<file path="config.mk">
export PLATFORM = sky130hd
export DESIGN_NAME = i2c_slave_frontend
export DESIGN_NICKNAME = d
export VERILOG_FILES = /design/src/rtl/i2cfe_pkg.sv /design/src/rtl/i2cfe_sync.sv /design/src/rtl/i2cfe_cond.sv /design/src/rtl/i2cfe_shifter.sv /design/src/rtl/i2c_slave_frontend.sv
export SDC_FILE = /design/constraint.sdc
export NUM_CORES = 1
export LEC_CHECK = 0
export BUFFER_PORTS_ARGS = -buffer_cell sky130_fd_sc_hd__buf_2
export CAP_MARGIN = 25
export CORE_ASPECT_RATIO = 0.7
export CORE_MARGIN = 5
export CORE_UTILIZATION = 35
export CTS_CLUSTER_DIAMETER = 40
export DETAILED_ROUTE_END_ITERATION = 10
export PLACE_DENSITY = 0.58
export SKIP_LAST_GASP = 1
export SLEW_MARGIN = 40
export SYNTH_ARGS = -nofsm -noshare
export SYNTH_HDL_FRONTEND = slang
export SYNTH_SLANG_ARGS = --single-unit
export TNS_END_PERCENT = 100
</file>
<file path="constraint.sdc">
create_clock -name clk -period 3 [get_ports clk]
set_clock_uncertainty 0.15 [all_clocks]
set_input_delay 0.15 -clock clk [delete_from_list [all_inputs] [get_ports clk]]
set_output_delay 0.15 -clock clk [all_outputs]
set_load 0.005 [all_outputs]
</file>
<file path="src/rtl/i2cfe_pkg.sv">
// Shared types and constants for the I2C slave byte front end.
package i2cfe_pkg;
    localparam int BYTE_W = 8;

    typedef enum logic [2:0] {
        ST_IDLE,   // bus free or not addressed
        ST_ADDR,   // collecting the address byte
        ST_RX,     // collecting a written data byte
        ST_SACK,   // slave acknowledge bit (address or data)
        ST_TX,     // shifting a read byte out
        ST_MACK,   // master acknowledge bit after a read byte
        ST_HOLD    // ignoring the bus until start or stop
    } fe_state_t;
endpackage

</file>
<file path="src/rtl/i2cfe_sync.sv">
// Synchroniser for one bus line with edge flags.
// Assumes STAGES >= 2. The idle level of the line is high, so the reset value is 1.
module i2cfe_sync #(
    parameter int STAGES = 2
) (
    input  logic clk,
    input  logic rst_n,
    input  logic line_i,
    output logic line_o,
    output logic rise_o,
    output logic fall_o
);
    logic [STAGES-1:0] chain;
    logic              last;

    // Shift the raw line through the chain and remember the previous settled value.
    always_ff @(posedge clk) begin
        if (!rst_n) begin
            chain <= '1;
            last  <= 1'b1;
        end else begin
            chain <= {chain[STAGES-2:0], line_i};
            last  <= chain[STAGES-1];
        end
    end

    assign line_o = chain[STAGES-1];
    assign rise_o = line_o & ~last;
    assign fall_o = ~line_o & last;
endmodule

</file>
<file path="src/rtl/i2cfe_cond.sv">
// Bus condition decoder: start and stop from the synchronised levels and edges.
// Assumes the SCL and SDA flags come from identical synchroniser chains.
module i2cfe_cond (
    input  logic scl_level_i,
    input  logic sda_rise_i,
    input  logic sda_fall_i,
    output logic start_o,
    output logic stop_o
);
    // A data edge while the clock is high is a bus condition, never data.
    always_comb begin
        start_o = scl_level_i & sda_fall_i;
        stop_o  = scl_level_i & sda_rise_i;
    end
endmodule

</file>
<file path="src/rtl/i2cfe_shifter.sv">
// Byte shift register with bit counter, shared by receive and transmit.
// Priority: clear > load > shift. Shifting moves MSB first.
module i2cfe_shifter #(
    parameter int WIDTH = 8
) (
    input  logic             clk,
    input  logic             rst_n,
    input  logic             clr_i,
    input  logic             load_i,
    input  logic             shift_i,
    input  logic             bit_i,
    input  logic [WIDTH-1:0] load_val_i,
    output logic [WIDTH-1:0] data_o,
    output logic [WIDTH-1:0] next_o,
    output logic             last_o,
    output logic             full_o
);
    localparam int CNT_W = $clog2(WIDTH + 1);

    logic [CNT_W-1:0] count;

    // Update the register and the count of bits taken since the last clear or load.
    always_ff @(posedge clk) begin
        if (!rst_n) begin
            data_o <= '0;
            count  <= '0;
        end else if (clr_i) begin
            count  <= '0;
        end else if (load_i) begin
            data_o <= load_val_i;
            count  <= '0;
        end else if (shift_i) begin
            data_o <= next_o;
            count  <= count + 1'b1;
        end
    end

    assign next_o = {data_o[WIDTH-2:0], bit_i};
    assign last_o = (count == CNT_W'(WIDTH - 1));
    assign full_o = (count == CNT_W'(WIDTH));
endmodule

</file>
<file path="src/rtl/i2c_slave_frontend.sv">
// I2C slave byte front end: bus conditions, address match, byte receive,
// acknowledge driving and byte transmit, with single-cycle event strobes.
// Assumes the system clock is much faster than SCL (no clock stretching).
module i2c_slave_frontend
    import i2cfe_pkg::*;
#(
    parameter int         SYNC_STAGES = 2,
    parameter logic [3:0] DEV_NIBBLE  = 4'b1010
) (
    input  logic              clk,
    input  logic              rst_n,
    input  logic              scl_i,
    input  logic              sda_i,
    input  logic [1:0]        strap_i,
    input  logic              ack_i,
    input  logic [BYTE_W-1:0] tx_byte_i,
    output logic              sda_drive_low_o,
    output logic              start_o,
    output logic              stop_o,
    output logic              addr_match_o,
    output logic              addr_rw_o,
    output logic              rx_valid_o,
    output logic [BYTE_W-1:0] rx_byte_o,
    output logic              tx_req_o
);
    localparam int LINES = 2;   // index 0 = SCL, index 1 = SDA

    logic [LINES-1:0] raw_lines, lvl, rise, fall;
    logic scl_s, sda_s, scl_rise, scl_fall;
    logic start_det, stop_det;
    logic sh_clr, sh_load, sh_shift, sh_last, sh_full;
    logic [BYTE_W-1:0] sh_data, sh_next;
    logic addr_hit;
    fe_state_t state;
    logic ack_phase, addr_phase, nack_q, mack_ok;

    assign raw_lines = {sda_i, scl_i};

    for (genvar g = 0; g < LINES; g++) begin : g_sync
        i2cfe_sync #(.STAGES(SYNC_STAGES)) u_sync (
            .clk    (clk),
            .rst_n  (rst_n),
            .line_i (raw_lines[g]),
            .line_o (lvl[g]),
            .rise_o (rise[g]),
            .fall_o (fall[g])
        );
    end

    assign scl_s    = lvl[0];
    assign sda_s    = lvl[1];
    assign scl_rise = rise[0];
    assign scl_fall = fall[0];

    i2cfe_cond u_cond (
        .scl_level_i (scl_s),
        .sda_rise_i  (rise[1]),
        .sda_fall_i  (fall[1]),
        .start_o     (start_det),
        .stop_o      (stop_det)
    );

    // Shifter control: shift on data clocks, reload for each read byte, clear per byte.
    always_comb begin
        sh_shift = scl_rise && (state == ST_ADDR || state == ST_RX || state == ST_TX);
        sh_load  = scl_fall && ((state == ST_SACK && ack_phase && !nack_q && addr_rw_o) ||
                                (state == ST_MACK && mack_ok));
        sh_clr   = start_det || (scl_fall && state == ST_SACK && ack_phase && !sh_load);
    end

    i2cfe_shifter #(.WIDTH(BYTE_W)) u_shift (
        .clk        (clk),
        .rst_n      (rst_n),
        .clr_i      (sh_clr),
        .load_i     (sh_load),
        .shift_i    (sh_shift),
        .bit_i      (sda_s),
        .load_val_i (tx_byte_i),
        .data_o     (sh_data),
        .next_o     (sh_next),
        .last_o     (sh_last),
        .full_o     (sh_full)
    );

    // Address compare on the completed byte; bit 1 is ignored, bit 0 is direction.
    assign addr_hit = (sh_next[7:4] == DEV_NIBBLE) && (sh_next[3:2] == strap_i);

    // Transaction sequencer: strobes, acknowledge and transmit drive of SDA.
    always_ff @(posedge clk) begin
        if (!rst_n) begin
            state           <= ST_IDLE;
            start_o         <= 1'b0;
            stop_o          <= 1'b0;
            addr_match_o    <= 1'b0;
            addr_rw_o       <= 1'b0;
            rx_valid_o      <= 1'b0;
            rx_byte_o       <= '0;
            tx_req_o        <= 1'b0;
            sda_drive_low_o <= 1'b0;
            ack_phase       <= 1'b0;
            addr_phase      <= 1'b0;
            nack_q          <= 1'b0;
            mack_ok         <= 1'b0;
        end else begin
            start_o      <= 1'b0;
            stop_o       <= 1'b0;
            addr_match_o <= 1'b0;
            rx_valid_o   <= 1'b0;
            tx_req_o     <= 1'b0;
            if (start_det) begin
                state           <= ST_ADDR;
                start_o         <= 1'b1;
                sda_drive_low_o <= 1'b0;
            end else if (stop_det) begin
                state           <= ST_IDLE;
                stop_o          <= 1'b1;
                sda_drive_low_o <= 1'b0;
            end else begin
                case (state)
                    ST_ADDR: begin
                        if (scl_rise && sh_last) begin
                            if (addr_hit) begin
                                addr_match_o <= 1'b1;
                                addr_rw_o    <= sh_next[0];
                                tx_req_o     <= sh_next[0];
                                addr_phase   <= 1'b1;
                                ack_phase    <= 1'b0;
                                state        <= ST_SACK;
                            end else begin
                                state <= ST_HOLD;
                            end
                        end
                    end
                    ST_RX: begin
                        if (scl_rise && sh_last) begin
                            rx_valid_o <= 1'b1;
                            rx_byte_o  <= sh_next;
                            addr_phase <= 1'b0;
                            ack_phase  <= 1'b0;
                            state      <= ST_SACK;
                        end
                    end
                    ST_SACK: begin
                        if (scl_fall) begin
                            if (!ack_phase) begin
                                ack_phase       <= 1'b1;
                                sda_drive_low_o <= addr_phase | ack_i;
                                nack_q          <= ~(addr_phase | ack_i);
                            end else if (nack_q) begin
                                sda_drive_low_o <= 1'b0;
                                state           <= ST_HOLD;
                            end else if (addr_rw_o) begin
                                sda_drive_low_o <= ~tx_byte_i[BYTE_W-1];
                                state           <= ST_TX;
                            end else begin
                                sda_drive_low_o <= 1'b0;
                                state           <= ST_RX;
                            end
                        end
                    end
                    ST_TX: begin
                        if (scl_fall) begin
                            if (sh_full) begin
                                sda_drive_low_o <= 1'b0;
                                state           <= ST_MACK;
                            end else begin
                                sda_drive_low_o <= ~sh_data[BYTE_W-1];
                            end
                        end
                    end
                    ST_MACK: begin
                        if (scl_rise) begin
                            mack_ok  <= ~sda_s;
                            tx_req_o <= ~sda_s;
                        end
                        if (scl_fall) begin
                            if (mack_ok) begin
                                sda_drive_low_o <= ~tx_byte_i[BYTE_W-1];
                                state           <= ST_TX;
                            end else begin
                                state <= ST_HOLD;
                            end
                        end
                    end
                    default: ;
                endcase
            end
        end
    end
endmodule

</file>
Word level (Yosys, flattened, before mapping)

Index checks and enable logic that the tools add are counted.

Output and inout bits: 15
Word-level logic and storage cells: 147
Bits of input ports: 15
Register bits after elaboration: 40

Bitwise operators: 22
Add/sub/neg operators: 1
Reduce and logical (&&, ||, !) cells: 38
Mux-type cells: 41
Eq/ne operators: 25

Operator list:

| kind                                                 | count |
|---|---|
| two-way mux 3 bit                                    | 10 |
| two-way mux 1 bit                                    | 23 |
| != test 4 bit (second input constant)                | 5 |
| two-way mux 8 bit                                    | 2 |
| AND reduction 8 bit                                  | 2 |
| NOT 1 bit                                            | 15 |
| one-hot mux 3 bit (5 select lines)                   | 1 |
| AND reduction 5 bit                                  | 3 |
| != test 2 bit (second input constant)                | 7 |
| logical AND 1 bit                                    | 11 |
| equality test 4 bit (second input constant)          | 2 |
| != test 4 x 3 -> 1 bit (second input constant)       | 2 |
| AND reduction 4 bit                                  | 2 |
| AND reduction 7 bit                                  | 1 |
| nonzero test 7 bit                                   | 1 |
| bitwise AND 1 bit                                    | 6 |
| equality test 3 x 2 -> 1 bit (second input constant) | 2 |
| equality test 3 bit (second input constant)          | 2 |
| one-hot mux 1 bit (3 select lines)                   | 2 |
| AND reduction 6 bit                                  | 1 |
| nonzero test 3 bit                                   | 2 |
| OR reduction 3 bit                                   | 2 |
| nonzero test 5 bit                                   | 1 |
| OR reduction 5 bit                                   | 1 |
| other kinds (14)                                     | 21 |

Longest topological paths before layout

Word-level depth: 11
Gate-level depth with buffers: 7

Hierarchy

Synthesis repeated with hierarchy kept, for this count alone.

Cell total of the unflattened synthesis: 219
Area, all modules: 2057.0 um2

Modules (own cells, without submodules):

| module             | area each (um2) | instances | seq. area each (um2) | cells an instance |
|---|---|---|---|---|
| i2c_slave_frontend | 1173.6          | 1         | 440.4                | 132 |
| i2cfe_shifter      | 688.2           | 1         | 240.2                | 69 |
| i2cfe_sync         | 91.3            | 2         | 60.1                 | 8 |
| i2cfe_cond         | 12.5            | 1         | 0.0                  | 2 |

Worst setup path after synthesis

OpenSTA, ideal clock, no wires.

Kind: flip-flop to flip-flop
From: register u_shift.count[1]
To: register rx_byte_o[0]
Path slack: 1.106 ns
Buffers on the path: 1
Required time: 2.722 ns
Arrival time: 1.616 ns
Cell stages (with the launch flop): 8
Cell sequence: dfxtp_1 > ha_1 > and3b_4 > nand2_4 > or4_4 > buf_6 > mux2i_1 > nor2_1

Longest elaborated chain between the ends: 3

Ends and longest elaborated chain:

| what                          | RTL line                  | RTL |
|---|---|---|
| start: declaration            | i2cfe_shifter.sv:20       | `logic [CNT_W-1:0] count;` |
| start signal: assignment      | i2cfe_shifter.sv:34       | `count <= count + 1'b1;` |
| equality test 4 x 3 -> 1 bit  | i2cfe_shifter.sv:39       | `assign last_o = (count == CNT_W'(WIDTH - 1));` |
| logical AND 1 bit             | i2c_slave_frontend.sv:135 | `if (scl_rise && sh_last) begin` |
| AND reduction 4 bit (no line) | -                         |  |
| end signal: assignment        | i2c_slave_frontend.sv:137 | `rx_byte_o <= sh_next;` |
| end: declaration              | i2c_slave_frontend.sv:23  | `output logic [BYTE_W-1:0] rx_byte_o,` |

Every way passes these cells.
A chain may end at the register's enable or synchronous reset.

Worst setup path after layout

From: register state[0]
To: register u_shift.data_o[0]

Longest elaborated chain between the ends: 11
Elaborated cells between the ends (all ways): 23
Those cells by class: eq/ne: 5; mux: 1; bitwise: 1; reduce/logical: 16

Ends and longest elaborated chain:

| what                           | RTL line                                           | RTL |
|---|---|---|
| start: declaration             | i2c_slave_frontend.sv:34                           | `fe_state_t state;` |
| start signal: assignment       | i2c_slave_frontend.sv:91                           | `state <= ST_IDLE;` |
| start signal: assignment       | i2c_slave_frontend.sv:111                          | `state <= ST_ADDR;` |
| start signal: assignment       | i2c_slave_frontend.sv:115                          | `state <= ST_IDLE;` |
| equality test 3 x 2 -> 1 bit   | i2c_slave_frontend.sv:66, i2c_slave_frontend.sv:68 |  |
| logical AND 1 bit (3 in a row) | i2c_slave_frontend.sv:66                           | `sh_load = scl_fall && ((state == ST_SACK && ack_phase && !nack_q && addr_rw_o) \|\|` |
| logical OR 1 bit               | i2c_slave_frontend.sv:66                           |  |
| logical AND 1 bit              | i2c_slave_frontend.sv:66                           |  |
| logical NOT 1 bit              | i2c_slave_frontend.sv:68                           | `sh_clr = start_det \|\| (scl_fall && state == ST_SACK && ack_phase && !sh_load);` |
| logical AND 1 bit              | i2c_slave_frontend.sv:68                           |  |
| logical OR 1 bit               | i2c_slave_frontend.sv:68                           |  |
| NOT 1 bit (no line)            | -                                                  |  |
| AND reduction 2 bit (no line)  | -                                                  |  |
| end signal: assignment         | i2cfe_shifter.sv:30                                | `data_o <= load_val_i;` |
| end signal: assignment         | i2cfe_shifter.sv:33                                | `data_o <= next_o;` |
| end: declaration               | i2cfe_shifter.sv:13                                | `output logic [WIDTH-1:0] data_o,` |

Several ways; a longest one is shown, not always the timed one.

==> results.toml <==
[hold_path]
min-delay-start = "rst_n"
hold_path_class = "in2reg"

[timing]
tightest_slew_ns = 0.6702
slew_violations = 0
final-hold-violation-count = 0
finalSetupViolCount = 0
slew_headroom = 0.5527
fin_setup_tns_ns = 0
grt_setup_unrepaired = "no"
fin_crit_sh = 0.7741
period_minus_slack_ns = 2.322
max_freq_mhz = 430.6
final.setup.worst_slack_ns = 0.6777

[global_route]
grt_pass1_vias = 1493
antenna_found_initial = 0
grt_overflow = 0
grt_usage = 0.1285
grt_pass1_wl_mm = 7.389
grt_max_degree = 21

[worst_setup_path]
required_ns = 2.99
critPathArrivalTime_ns = 2.31
crit_fanout = 18
critPathCaptureType = "flop"
r2r-start = "state[0]"
crit_type = "reg2reg"
cp-startpoint = "state[0]"
critPathLaunchType = "flop"

[clock_tree]
cts_buffer_depth = 2
postCtsSetupBuffers = 0
htree_levels = 2
cts_buffers = 5
cts_tree = "built"
clkTransAtPathRegs_ns = 0.07
insertion_delay_ns = 0.28
cts_sinks = 40
clockRootBuffer = "clkbuf_8"

[placement]
gp_congestion = 0.9326
dp_slack_ns = 0.7269
dp.final_hpwl_mm = 3.279
numPortBuffers = 29

[die]
rows = 23
die_area_mm2 = 0.007304
io_pins = 30
fp.dieH_um = 73.02
start_util = 0.3538
core_area_mm2 = 0.005612
die_w_um = 100.0

[logic_synthesis]
syn-num-nets = 230
synth_edf_count = 0
ys_warn_count = 0
yosys.area.top_type = "dfxtp_1"
ys.flop_type = "dfxtp_1"
synth_top_area_frac = 0.4033
avgSynthCellArea_um2 = 9.322
async_reset_ff_frac = 0
netlist_instances = 213
ys_ff_latch = 40
synth.area.top_cells = "dfxtp_1, mux2i_1, nor2_1"
netlist_area_mm2 = 0.001986
ys_seq_area_frac = 0.4033
yosysUniqueCellTypes = 49

[flow_run]
drv_cap = 0

[final_layout]
drive_gt1_frac = 0.1849
nNetsFinal = 255
diodes = 0
syn_to_final_growth_pct = 12.41
postLayoutCoreUtil = 0.3978
fillers = 563

[power]
power_uw = 926.4
vdd_drop_max_mv = 0.2779
p_per_area_mw_per_mm2 = 415.0
power.leakage_uw = 0.0009710

[drt]
vias = 1583
vias_per_cell = 5.058
final_antenna_net_count = 0
drt_iter0_drc = 139
routed_wl_mm = 4.523
firstDrtPassIters = 4
drc_errors = 0
wl_per_cell_um = 14.45

[outcome]
status = "finished clean"
==> per-stage QoR <==
stage / cell area [µm²] / std cells / hold slack, ns
finish: 2232 / 313 / 0.02755
global route: 2232 / 313 / 0.04035
CTS: 2232 / 313 / 0.03361
detailed placement: 2135 / 304 / 0.1887
global placement: 2135 / 304 / 0.1870
floorplan: 1986 / 213 / 0.07304
==> report_power, final <==
group          total [µW]  switching [µW]  internal [µW]
Sequential            545            9.34            536
Clock                 332             174            158
Combinational        48.4            27.2           21.3
Total                 926             211            716
==> routing by layer <==
layer	vias up	wire, µm	GRT usage
met4	0	27	0.03587
met1	724	2303	0.1956
li1	807	-	-
met5	-	0	0
met3	4	355	0.03916
met2	48	1836	0.1722
==> worst paths after layout <==
kind	end	slack, ns	depth (start not counted)
min reg2reg	g_sync[0].u_sync.chain[1]	0.26	1
max	u_shift.data_o[0]	0.68	5
min	g_sync[0].u_sync.chain[1]	0.03	2
max reg2reg	u_shift.data_o[0]	0.68	5
==> critical path: stages (launching register included) <==
cell	delay, ns
dfxtp_1	0.67
and3b_2	0.36
and4b_4	0.25
or2_1	0.39
mux2i_1	0.25
a211oi_1	0.09
==> registers in the layout (all words and copies together) (netlist names), 2 cells and up <==
signal / count
rx_byte_o: 8
state: 3
g_sync.u_sync.chain: 4
g_sync.u_sync.last: 2
u_shift.count: 4
u_shift.data_o: 8
==> cells by family (layout without fill, tap and decap cells) <==
kind of cell / Yosys count / count (layout) / share of synthesized area
DFF: 40 / 40 / 0.4033
AOI/OAI and AO/OA: 41 / 41 / 0.1544
buffers and inverters: 20 / 45 / 0.05860
xor gates and xnor gates: 7 / 7 / 0.03088
and+or+nand+nor: 83 / 83 / 0.2394
adders and majority gates: 2 / 2 / 0.01260
muxes: 20 / 20 / 0.1008
==> final cells by class <==
cell class	count	area, µm²	share of cell area
repair buffers	31	165.2	0.07399
inverters	7	26.28	0.01177
multi-input cells	153	1069	0.4787
clock inverters	1	5.005	0.002242
flip-flops and latches	40	800.8	0.3587
clock buffers	6	72.57	0.03251
well taps	75	93.84	0.04204
==> layout by cell type, fill, tap and decap left out, drive strengths merged, types with 3 or more instances in the layout <==
master  Yosys  routed
dfxtp      40      40
nor2       29      29
buf         9      29
mux2i      20      20
a211oi     12      12
nand2      11      11
nand2b      8       8
a21oi       8       8
inv         7       7
nand3b      6       6
clkbuf      4       6
xnor2       5       5
o21ai       4       4
a311o       4       4
and3b       4       4
nand3       3       3
nor2b       3       3
and2b       3       3
o211ai      3       3
==> synth_stat cells (2+ instances only) <==
cell type and number:
a211o_1 2, a21oi_1 8, o211ai_1 2, o21ai_0 4, a311o_1 4, and3b_1 2, and3_1 2, clkbuf_1 4
buf_2 3, and2b_1 2, dfxtp_1 40, and2_1 2, or3_1 2, mux2i_1 20, nand2_1 10, xnor2_1 5
nand2b_1 8, nor2b_1 3, nor2_1 29, nand3b_1 6, a211oi_1 12, nand3_1 3, nor3_1 2, inv_1 7
xor2_1 2, buf_4 2, ha_1 2, buf_6 4
==> timing repair <==
item | in CTS | in global routing
endpoints found under the hold margin | 2 | 0
resized for setup | 0 | 0
hold buffers | 2 | 0
Note: power is estimated with default switching activity, not from simulation.
